[config.mk]
export PLATFORM = sky130hd
export DESIGN_NAME = cdr_phase_loop
export DESIGN_NICKNAME = d
export VERILOG_FILES = /design/src/rtl/cdr_loop_pkg.sv /design/src/rtl/cdr_loop_filter.sv /design/src/rtl/cdr_phase_sel.sv /design/src/rtl/cdr_lock_det.sv /design/src/rtl/cdr_phase_loop.sv
export SDC_FILE = /design/constraint.sdc
export NUM_CORES = 1
export LEC_CHECK = 0
export BUFFER_PORTS_ARGS = -buffer_cell sky130_fd_sc_hd__buf_2
export CAP_MARGIN = 25
export CORE_UTILIZATION = 27
export DETAILED_ROUTE_END_ITERATION = 7
export SETUP_SLACK_MARGIN = 0.02
export SYNTH_ARGS = -nofsm -noshare
export SYNTH_HDL_FRONTEND = slang
export SYNTH_SLANG_ARGS = --single-unit
[constraint.sdc]
create_clock -name clk_i -period 3.1 [get_ports clk_i]
set_clock_uncertainty 0.05 [all_clocks]
set_input_delay 0.155 -clock clk_i [delete_from_list [all_inputs] [get_ports clk_i]]
set_output_delay 0.155 -clock clk_i [all_outputs]
set_load 0.1 [all_outputs]
[src/rtl/cdr_loop_pkg.sv]
package cdr_loop_pkg;
  typedef enum logic [1:0] {
    STEP_NONE = 2'd0,
    STEP_FWD  = 2'd1,
    STEP_BACK = 2'd2
  } step_e;
endpackage

[src/rtl/cdr_loop_filter.sv]
module cdr_loop_filter
  import cdr_loop_pkg::*;
#(
  parameter int ACC_W  = 8,
  parameter int THRESH = 8
) (
  input  logic                    clk_i,
  input  logic                    rst_ni,
  input  logic                    hold_i,
  input  logic                    test_i,
  input  logic                    early_i,
  input  logic                    late_i,
  input  logic                    test_inc_i,
  input  logic                    test_dec_i,
  output step_e                   step_o,
  output logic signed [ACC_W-1:0] acc_d_o
);
  localparam logic signed [ACC_W:0] THR_P = (ACC_W+1)'(THRESH);
  localparam logic signed [ACC_W:0] THR_N = -THR_P;

  logic signed [ACC_W-1:0] acc_q, acc_d;
  logic signed [ACC_W:0]   delta, sum;
  step_e                   step;

  always_comb begin
    delta = '0;
    if (test_i) begin
      if (test_inc_i && !test_dec_i) delta = 1;
      else if (test_dec_i && !test_inc_i) delta = -1;
    end else if (!hold_i) begin
      // both flags high = invalid data, ramp forward
      if (early_i) delta = 1;
      else if (late_i) delta = -1;
    end
  end

  assign sum = (ACC_W+1)'(acc_q) + delta;

  always_comb begin
    step  = STEP_NONE;
    acc_d = sum[ACC_W-1:0];
    if (!test_i && !hold_i) begin
      if (sum >= THR_P) begin
        step  = STEP_FWD;
        acc_d = '0;
      end else if (sum <= THR_N) begin
        step  = STEP_BACK;
        acc_d = '0;
      end
    end
  end

  always_ff @(posedge clk_i or negedge rst_ni) begin
    if (!rst_ni) acc_q <= '0;
    else         acc_q <= acc_d;
  end

  assign step_o  = step;
  assign acc_d_o = acc_d;
endmodule

[src/rtl/cdr_phase_sel.sv]
module cdr_phase_sel
  import cdr_loop_pkg::*;
#(
  parameter int NUM_PHASES = 16,
  parameter int PH_W       = (NUM_PHASES > 1) ? $clog2(NUM_PHASES) : 1
) (
  input  logic            clk_i,
  input  logic            rst_ni,
  input  step_e           step_i,
  output logic [PH_W-1:0] phase_o
);
  localparam logic [PH_W-1:0] LAST = PH_W'(NUM_PHASES - 1);

  logic [PH_W-1:0] phase_q, phase_d;

  always_comb begin
    phase_d = phase_q;
    unique case (step_i)
      STEP_FWD:  phase_d = (phase_q == LAST) ? '0 : phase_q + 1'b1;
      STEP_BACK: phase_d = (phase_q == '0) ? LAST : phase_q - 1'b1;
      default:   phase_d = phase_q;
    endcase
  end

  always_ff @(posedge clk_i or negedge rst_ni) begin
    if (!rst_ni) phase_q <= '0;
    else         phase_q <= phase_d;
  end

  assign phase_o = phase_q;
endmodule

[src/rtl/cdr_lock_det.sv]
module cdr_lock_det #(
  parameter int CNT_W = 8
) (
  input  logic             clk_i,
  input  logic             rst_ni,
  input  logic             clear_i,
  input  logic [CNT_W-1:0] limit_i,
  output logic             locked_o
);
  logic [CNT_W-1:0] cnt_q;
  logic [CNT_W:0]   cnt_inc;
  logic             lock_q;

  assign cnt_inc = {1'b0, cnt_q} + 1'b1;

  always_ff @(posedge clk_i or negedge rst_ni) begin
    if (!rst_ni) begin
      cnt_q  <= '0;
      lock_q <= 1'b0;
    end else if (clear_i) begin
      cnt_q  <= '0;
      lock_q <= 1'b0;
    end else begin
      if (!(&cnt_q)) cnt_q <= cnt_inc[CNT_W-1:0];
      lock_q <= lock_q || (cnt_inc >= {1'b0, limit_i});
    end
  end

  assign locked_o = lock_q;
endmodule

[src/rtl/cdr_phase_loop.sv]
module cdr_phase_loop
  import cdr_loop_pkg::*;
#(
  parameter int NUM_PHASES = 16,
  parameter int ACC_W      = 8,
  parameter int THRESH     = 8,
  parameter int LOCK_W     = 8,
  parameter int DATA_W     = 10,
  parameter int PH_W       = (NUM_PHASES > 1) ? $clog2(NUM_PHASES) : 1
) (
  input  logic              clk_i,
  input  logic              rst_ni,
  input  logic              track_en_i,
  input  logic              test_mode_i,
  input  logic              test_inc_i,
  input  logic              test_dec_i,
  input  logic              early_i,
  input  logic              late_i,
  input  logic [LOCK_W-1:0] lock_limit_i,
  input  logic [DATA_W-1:0] rx_data_i,
  output logic [DATA_W-1:0] rx_data_o,
  output logic [PH_W-1:0]   phase_idx_o,
  output logic              locked_o
);
  logic                    hold;
  step_e                   step;
  logic signed [ACC_W-1:0] acc_d;
  logic [DATA_W-1:0]       acc_view, data_q;

  assign hold = !track_en_i && !test_mode_i;

  cdr_loop_filter #(.ACC_W(ACC_W), .THRESH(THRESH)) u_filter (
    .clk_i      (clk_i),
    .rst_ni     (rst_ni),
    .hold_i     (hold),
    .test_i     (test_mode_i),
    .early_i    (early_i),
    .late_i     (late_i),
    .test_inc_i (test_inc_i),
    .test_dec_i (test_dec_i),
    .step_o     (step),
    .acc_d_o    (acc_d)
  );

  cdr_phase_sel #(.NUM_PHASES(NUM_PHASES), .PH_W(PH_W)) u_phase (
    .clk_i   (clk_i),
    .rst_ni  (rst_ni),
    .step_i  (step),
    .phase_o (phase_idx_o)
  );

  cdr_lock_det #(.CNT_W(LOCK_W)) u_lock (
    .clk_i    (clk_i),
    .rst_ni   (rst_ni),
    .clear_i  ((step != STEP_NONE) || !track_en_i || test_mode_i),
    .limit_i  (lock_limit_i),
    .locked_o (locked_o)
  );

  generate
    if (DATA_W > ACC_W) begin : g_sext
      assign acc_view = {{(DATA_W-ACC_W){acc_d[ACC_W-1]}}, acc_d};
    end else begin : g_trunc
      assign acc_view = acc_d[DATA_W-1:0];
    end
  endgenerate

  always_ff @(posedge clk_i or negedge rst_ni) begin
    if (!rst_ni)          data_q <= '0;
    else if (test_mode_i) data_q <= acc_view;
    else if (track_en_i)  data_q <= rx_data_i;
  end

  assign rx_data_o = data_q;
endmodule

==> results of run 1 <==
## per-layer routing
| layer | GRT usage [%] | vias up | share of wire (%) |
|---|---|---|---|
| met5 | 0 | - | 0 |
| met4 | 4.69 | 0 | 1.6 |
| met3 | 2.63 | 7 | 3.5 |
| met2 | 20.8 | 29 | 45 |
| met1 | 16.1 | 930 | 49 |
| li1 | - | 995 | - |
## cells in the mapped netlist (2+ instances only)
cell type  count  area (sq um)
nand2_1       15          56.3
nor2b_1       12          75.1
xor2_1         6          52.6
nand2b_1       3          18.8
a21oi_1       26           130
ha_1          23           288
a211oi_1       8          60.1
nor3_1         2          10.0
dfrtp_1       31           776
inv_1         20          75.1
clkbuf_1       5          18.8
a21o_1         4          30.0
nand3_1        8          40.0
mux2i_1        5          50.1
nor3b_1        3          22.5
a31oi_1        2          12.5
o21a_1         2          15.0
and2_1         2          12.5
or2_2          2          12.5
o21ai_0       14          70.1
xnor2_1        6          52.6
nor2_1        14          52.6
## sequential cells by signal, indices dropped and copies added, names as in the netlist
name	flops
u_lock.cnt_q	8
u_filter.acc_q	8
u_lock.locked_o	1
rx_data_o	10
u_phase.phase_o	4
## critical path, stage by stage
cell,delay [ns]
buf_2,0.11
inv_2,0.05
ha_4,0.18
mux2i_1,0.13
ha_2,0.20
inv_2,0.04
fa_2,0.35
buf_4,0.14
xor2_1,0.17
a2bb2oi_2,0.16
o21ai_2,0.09
nor4_4,0.33
and2_4,0.20
nor3_1,0.04
ha_2,0.26
buf_4,0.15
a31oi_1,0.15
o21ai_0,0.09
o21ai_1,0.10
## final timing paths
kind / endpoint / slack [ns]
worst max-delay path: u_phase.phase_o[2] / 0.16
worst min-delay path: rx_data_o[2] / 0.1
worst max register to register: u_phase.phase_o[2] / 0.19
worst min register to register: rx_data_o[0] / 0.52
max in group asynchronous: rx_data_o[0] / 2.12
min in group asynchronous: u_lock.cnt_q[3] / 0.41
## layout make-up
cell class / count / area (sq um) / share of cell area, %
multi-input cells: 181 / 1440 / 47.7
flip-flops and latches: 31 / 776 / 25.7
repair buffers: 77 / 480 / 15.9
well taps: 102 / 128 / 4.23
clock buffers: 6 / 82.6 / 2.73
inverters: 20 / 77.6 / 2.57
clock inverters: 2 / 35.0 / 1.16
## where the power goes
part / leakage, nW / switching [W] / internal, W
clock: 0.0612 / 0.000163 / 0.000260
combinational: 1.02 / 0.00111 / 0.000614
sequential: 0.393 / 0.0000982 / 0.000525
## metrics by stage
step	hold WS, ns	instance area, sq um	worst slack [ns]	util, %
global route	0.111	3020	-0.00259	38.7
CTS	0.0927	2940	0.0451	37.6
floorplan	-0.191	2340	-0.116	-
finish	0.0970	3020	0.158	38.7
detailed placement	0.211	2810	-0.247	36.0
global placement	0.213	2810	-0.206	36.0
## repair_timing
item,in CTS,in global routing
hold buffers,1,0
resized for setup,0,14
setup endpoints to repair,0,4
buffers inserted,0,4
hold endpoints to repair,31,0
## cell families (layout without fill, tap and decap cells)
group                      Yosys count  after routing  synth area share, %
AOI/OAI and AO/OA                   71             71                 21.9
muxes                                5              5                 2.27
xor gates and xnor gates            13             13                 5.50
adders and majority gates           24             24                 13.9
DFF                                 31             31                 35.1
buffers and inverters               27            105                 4.65
and+or+nand+nor                     68             68                 16.6
==> results.txt, run 1 <==
Yosys reg bits: 31
Reg2reg path depth: 15
Max Fclk: 340 MHz
# H-tree levels: 2
Pins Over Slew Limit: 0
Max-Cap Viols: 0
Least-Margin Pin Slew: 0.731 ns
Placer Congestion: 0.813
# port buffers: 40
Starting Density: 28.3%
IO Count: 41
Hold Path Stages: 3
Number of synthesized flops with an enable pin: 0
Die W: 92.4 um
Worst hold start: rx_data_i[2]
DIE HEIGHT: 92.4 um
Num CTS Buffers: 5
First element of the critical path: test_inc_i
CP arrival: 3.11 ns
Die Area: 8550 sq um
Antenna violations before repair: 0
Commonest non-fill, non-tap cell in the layout: buf_2
Hpwl dp: 3850 um
Layout fillers: 797
Mapped Avg Cell Area: 9.24 sq um
Vias in the first global route: 1861
Post-DRT Antenna Nets: 0
Min cycle time layout: 2.94 ns
Cell variety after synth: 48
CP max FO: 7
Clock transition at path regs: 0.07 ns
Hold WC Path Type: in2reg
Mapped Area: 2210 sq um
DR pass1 iterations: 4
Register area share after synthesis: 35.1%
Via count: 1961
R2r startpoint: u_filter.acc_q[0]
PwrDens: 918 nW/um^2
Remaining global-route overflow: 0
Most frequent cells in the layout: 40 x buf_2, 36 x buf_4, 31 x dfrtp_1, 26 x a21oi_1, 19 x ha_1
Ys async rst share: 100%
Non-Filler Instances: 419
Final WL: 5000 um
Clock buffer depth: 2
Rows: 32
Final hold violations: 0
Clock latency on the worst-skew pair: 0.29 ns
Share of cells above drive strength 1: 36.0%
Largest net degree at the start of global routing: 32
Max_slew headroom: 51.3%
First-pass GRT wire length: 8480 um
# DRC: 0
Primary FF master, synth: dfrtp_1
Ys Warns: 0
Clock sink count: 31
Final period util: 94.9%
Final net count: 366
Critical path startpoint category: input port
Total chip power: 0.00277 W
WL/cell: 11.9 um
Outcome: complete, no violations
Endpoints failing setup: 0
CP Capture Type: flop
Lkg Pwr: 1.48 nW
Peak VDD IR: 567 uV
Core area: 7810 sq um
Ant. Diodes: 0
GRT Util Overall: 12.6%
Vias per inst: 4.68
Post-Syn Nets: 289
Area growth syn-to-layout: 36.8%
Clock Tree Root: clkbuf_8
Post-route setup TNS: 0 ns
DR iter-0 viols: 86
Post-Synthesis Cells: 239
CTS tree: yes
Post-Place Cells: 406
Critical path class: in2reg
Crit path required time: 3.26 ns
Note: power is estimated with default switching activity, not from simulation.
==> run 2: changes to the inputs <==
CORE_ASPECT_RATIO = 2   (was default)
SETUP_SLACK_MARGIN = 0.05   (was 0.02)
clock period = 2.4 ns   (was 3.1 ns; I/O delays follow)
==> run 2 against run 1 <==
The run now ends with setup timing left. Clock power rose by 74%. Final cell count is 0.24% lower. Wire length grew 16%. Die area is 0.25% higher. Worst setup slack lost 0.65 ns. Non-clock buffer count rose by 5.
==> results.txt, run 2 (same netlist as run 1, synthesis figures left out) <==
CTS tree: yes (unchanged)
DIE HEIGHT: 130 um (was 92.4 um)
# DRC: 0 (unchanged)
Hold WS: 0.0732 ns (was 0.0970 ns)
Core area: 7940 sq um (was 7810 sq um)
Largest net degree at the start of global routing: 32 (unchanged)
Post-DRT Antenna Nets: 0 (unchanged)
Pins Over Slew Limit: 0 (unchanged)
# H-tree levels: 2 (unchanged)
Final WL: 5810 um (was 5000 um)
Min cycle time layout: 2.89 ns
Via count: 2072 (was 1961)
CP max FO: 3 (was 7)
CP Capture Type: flop (unchanged)
Finished Core Util: 42.2% (was 38.7%)
RSZ-0062 raised after global routing: true
Crit path required time: 2.56 ns (was 3.26 ns)
Starting Density: 27.8% (was 28.3%)
DR iter-0 viols: 65 (was 86)
WL/cell: 13.9 um (was 11.9 um)
Most frequent cells in the layout: 37 x buf_2, 36 x buf_4, 31 x dfrtp_1, 18 x a21oi_1 (was 40 x buf_2, 36 x buf_4, 31 x dfrtp_1, 26 x a21oi_1, 19 x ha_1)
Max reg flops: 10 (unchanged)
Critical path startpoint category: input port (unchanged)
Max-Cap Viols: 0 (unchanged)
# port buffers: 40 (unchanged)
Outcome: complete, but fails checks (was complete, no violations)
Layout fillers: 783 (was 797)
CP arrival: 3.05 ns (was 3.11 ns)
Vias in the first global route: 2150 (was 1861)
Die Area: 8570 sq um (was 8550 sq um)
Final net count: 371 (was 366)
Final setup margin: -0.489 ns (was 0.158 ns)
Rows: 46 (was 32)
Endpoints failing setup: 16 (was 0)
IO Count: 41 (unchanged)
Hold WC Path Type: in2reg (unchanged)
Antenna violations before repair: 0 (unchanged)
Vias per inst: 4.96 (was 4.68)
Failing checks: setup timing
PwrDens: 1220 nW/um^2 (was 918 nW/um^2)
Clock transition at path regs: 0.05 ns (was 0.07 ns)
Clock sink count: 31 (unchanged)
Placer Congestion: 0.787 (was 0.813)
Clock Tree Root: clkbuf_16 (was clkbuf_8)
Final period util: 120%
Final hold violations: 0 (unchanged)
Remaining global-route overflow: 0 (unchanged)
Commonest non-fill, non-tap cell in the layout: buf_2 (unchanged)
DR pass1 iterations: 4 (unchanged)
Max_slew headroom: 52.8% (was 51.3%)
Least-Margin Pin Slew: 0.707 ns (was 0.731 ns)
Critical path class: in2reg (unchanged)
Post-Place Worst Slack: -0.984 ns (was -0.247 ns)
Clock buffer depth: 2 (unchanged)
Area growth syn-to-layout: 51.9% (was 36.8%)
Max Fclk: 346 MHz
Num CTS Buffers: 5 (unchanged)
First-pass GRT wire length: 9430 um (was 8480 um)
GRT Util Overall: 14.6% (was 12.6%)
Share of cells above drive strength 1: 46.0% (was 36.0%)
Die W: 66.0 um (was 92.4 um)
Hpwl dp: 4400 um (was 3850 um)
Setup slack, reg-to-reg: -0.46 ns (was 0.19 ns)
Lkg Pwr: 1.57 nW (was 1.48 nW)
Peak VDD IR: 331 uV (was 567 uV)
Clock latency on the worst-skew pair: 0.28 ns (was 0.29 ns)
Total chip power: 0.00409 W (was 0.00277 W)
Ant. Diodes: 0 (unchanged)
-- run 2: layer usage --
metal,part of all wire (%),vias to the layer above,routed length (um),GRT usage [%]
met5,0,-,0,0
met4,4.2,0,246,9.26
met3,1.8,16,104,2.45
met2,61,37,3520,29.1
met1,33,1010,1940,12.5
li1,-,1009,-,-
-- run 2: path summary, 6_finish.rpt --
kind,end,start,cells past startpoint
max in group asynchronous,u_lock.cnt_q[1],rst_ni,2
worst min register to register,rx_data_o[3],rx_data_o[3],2
worst max register to register,u_phase.phase_o[0],u_filter.acc_q[0],13
worst max-delay path,u_phase.phase_o[0],test_inc_i,17
worst min-delay path,rx_data_o[9],rx_data_i[9],3
min in group asynchronous,rx_data_o[3],rst_ni,2
-- run 2: cell type report --
cell class / instances / area (sq um) / share of cell area [%]
Multi-Input combinational cell: 181 / 1640 / 49.0
Sequential cell: 31 / 776 / 23.1
Timing Repair Buffer: 82 / 564 / 16.8
Clock buffer: 6 / 139 / 4.14
Tap cell: 96 / 120 / 3.58
Inverter: 20 / 77.6 / 2.31
Clock inverter: 2 / 35.0 / 1.04
-- run 2: power breakdown --
part / total (W) / leakage, nW / internal, W / switching, W
Sequential: 0.000821 / 0.393 / 0.000679 / 0.000142
Clock: 0.000738 / 0.0868 / 0.000515 / 0.000223
Combinational: 0.00254 / 1.09 / 0.000963 / 0.00157
-- run 2: critical path, cell delays in order --
cell and delay, ns:
buf_8 0.10, inv_4 0.04, ha_4 0.19, mux2i_2 0.15
ha_2 0.21, inv_2 0.04, fa_2 0.35, nand2b_4 0.18
a211oi_4 0.27, o21a_1 0.20, nor4_4 0.05, and2_4 0.15
or3_4 0.34, ha_4 0.29, inv_2 0.04, a311o_1 0.26
o21ai_1 0.07
-- run 2: through the flow --
step | instances | instance area [sq um] | setup TNS [ns]
CTS | 415 | 3200 | -5.64
global placement | 403 | 2840 | -12.51
finish | 418 | 3350 | -4.69
global route | 418 | 3350 | -6.91
floorplan | 239 | 2340 | -7.15
detailed placement | 403 | 2840 | -13.51
-- run 2: what timing repair did --
item / in CTS / in global routing
hold buffers: 1 / 0
endpoints found under the hold margin: 31 / 0
setup buffers: 3 / 4
gates resized for setup: 34 / 32
setup endpoints to repair: 21 / 21
pin swaps: 20 / 18
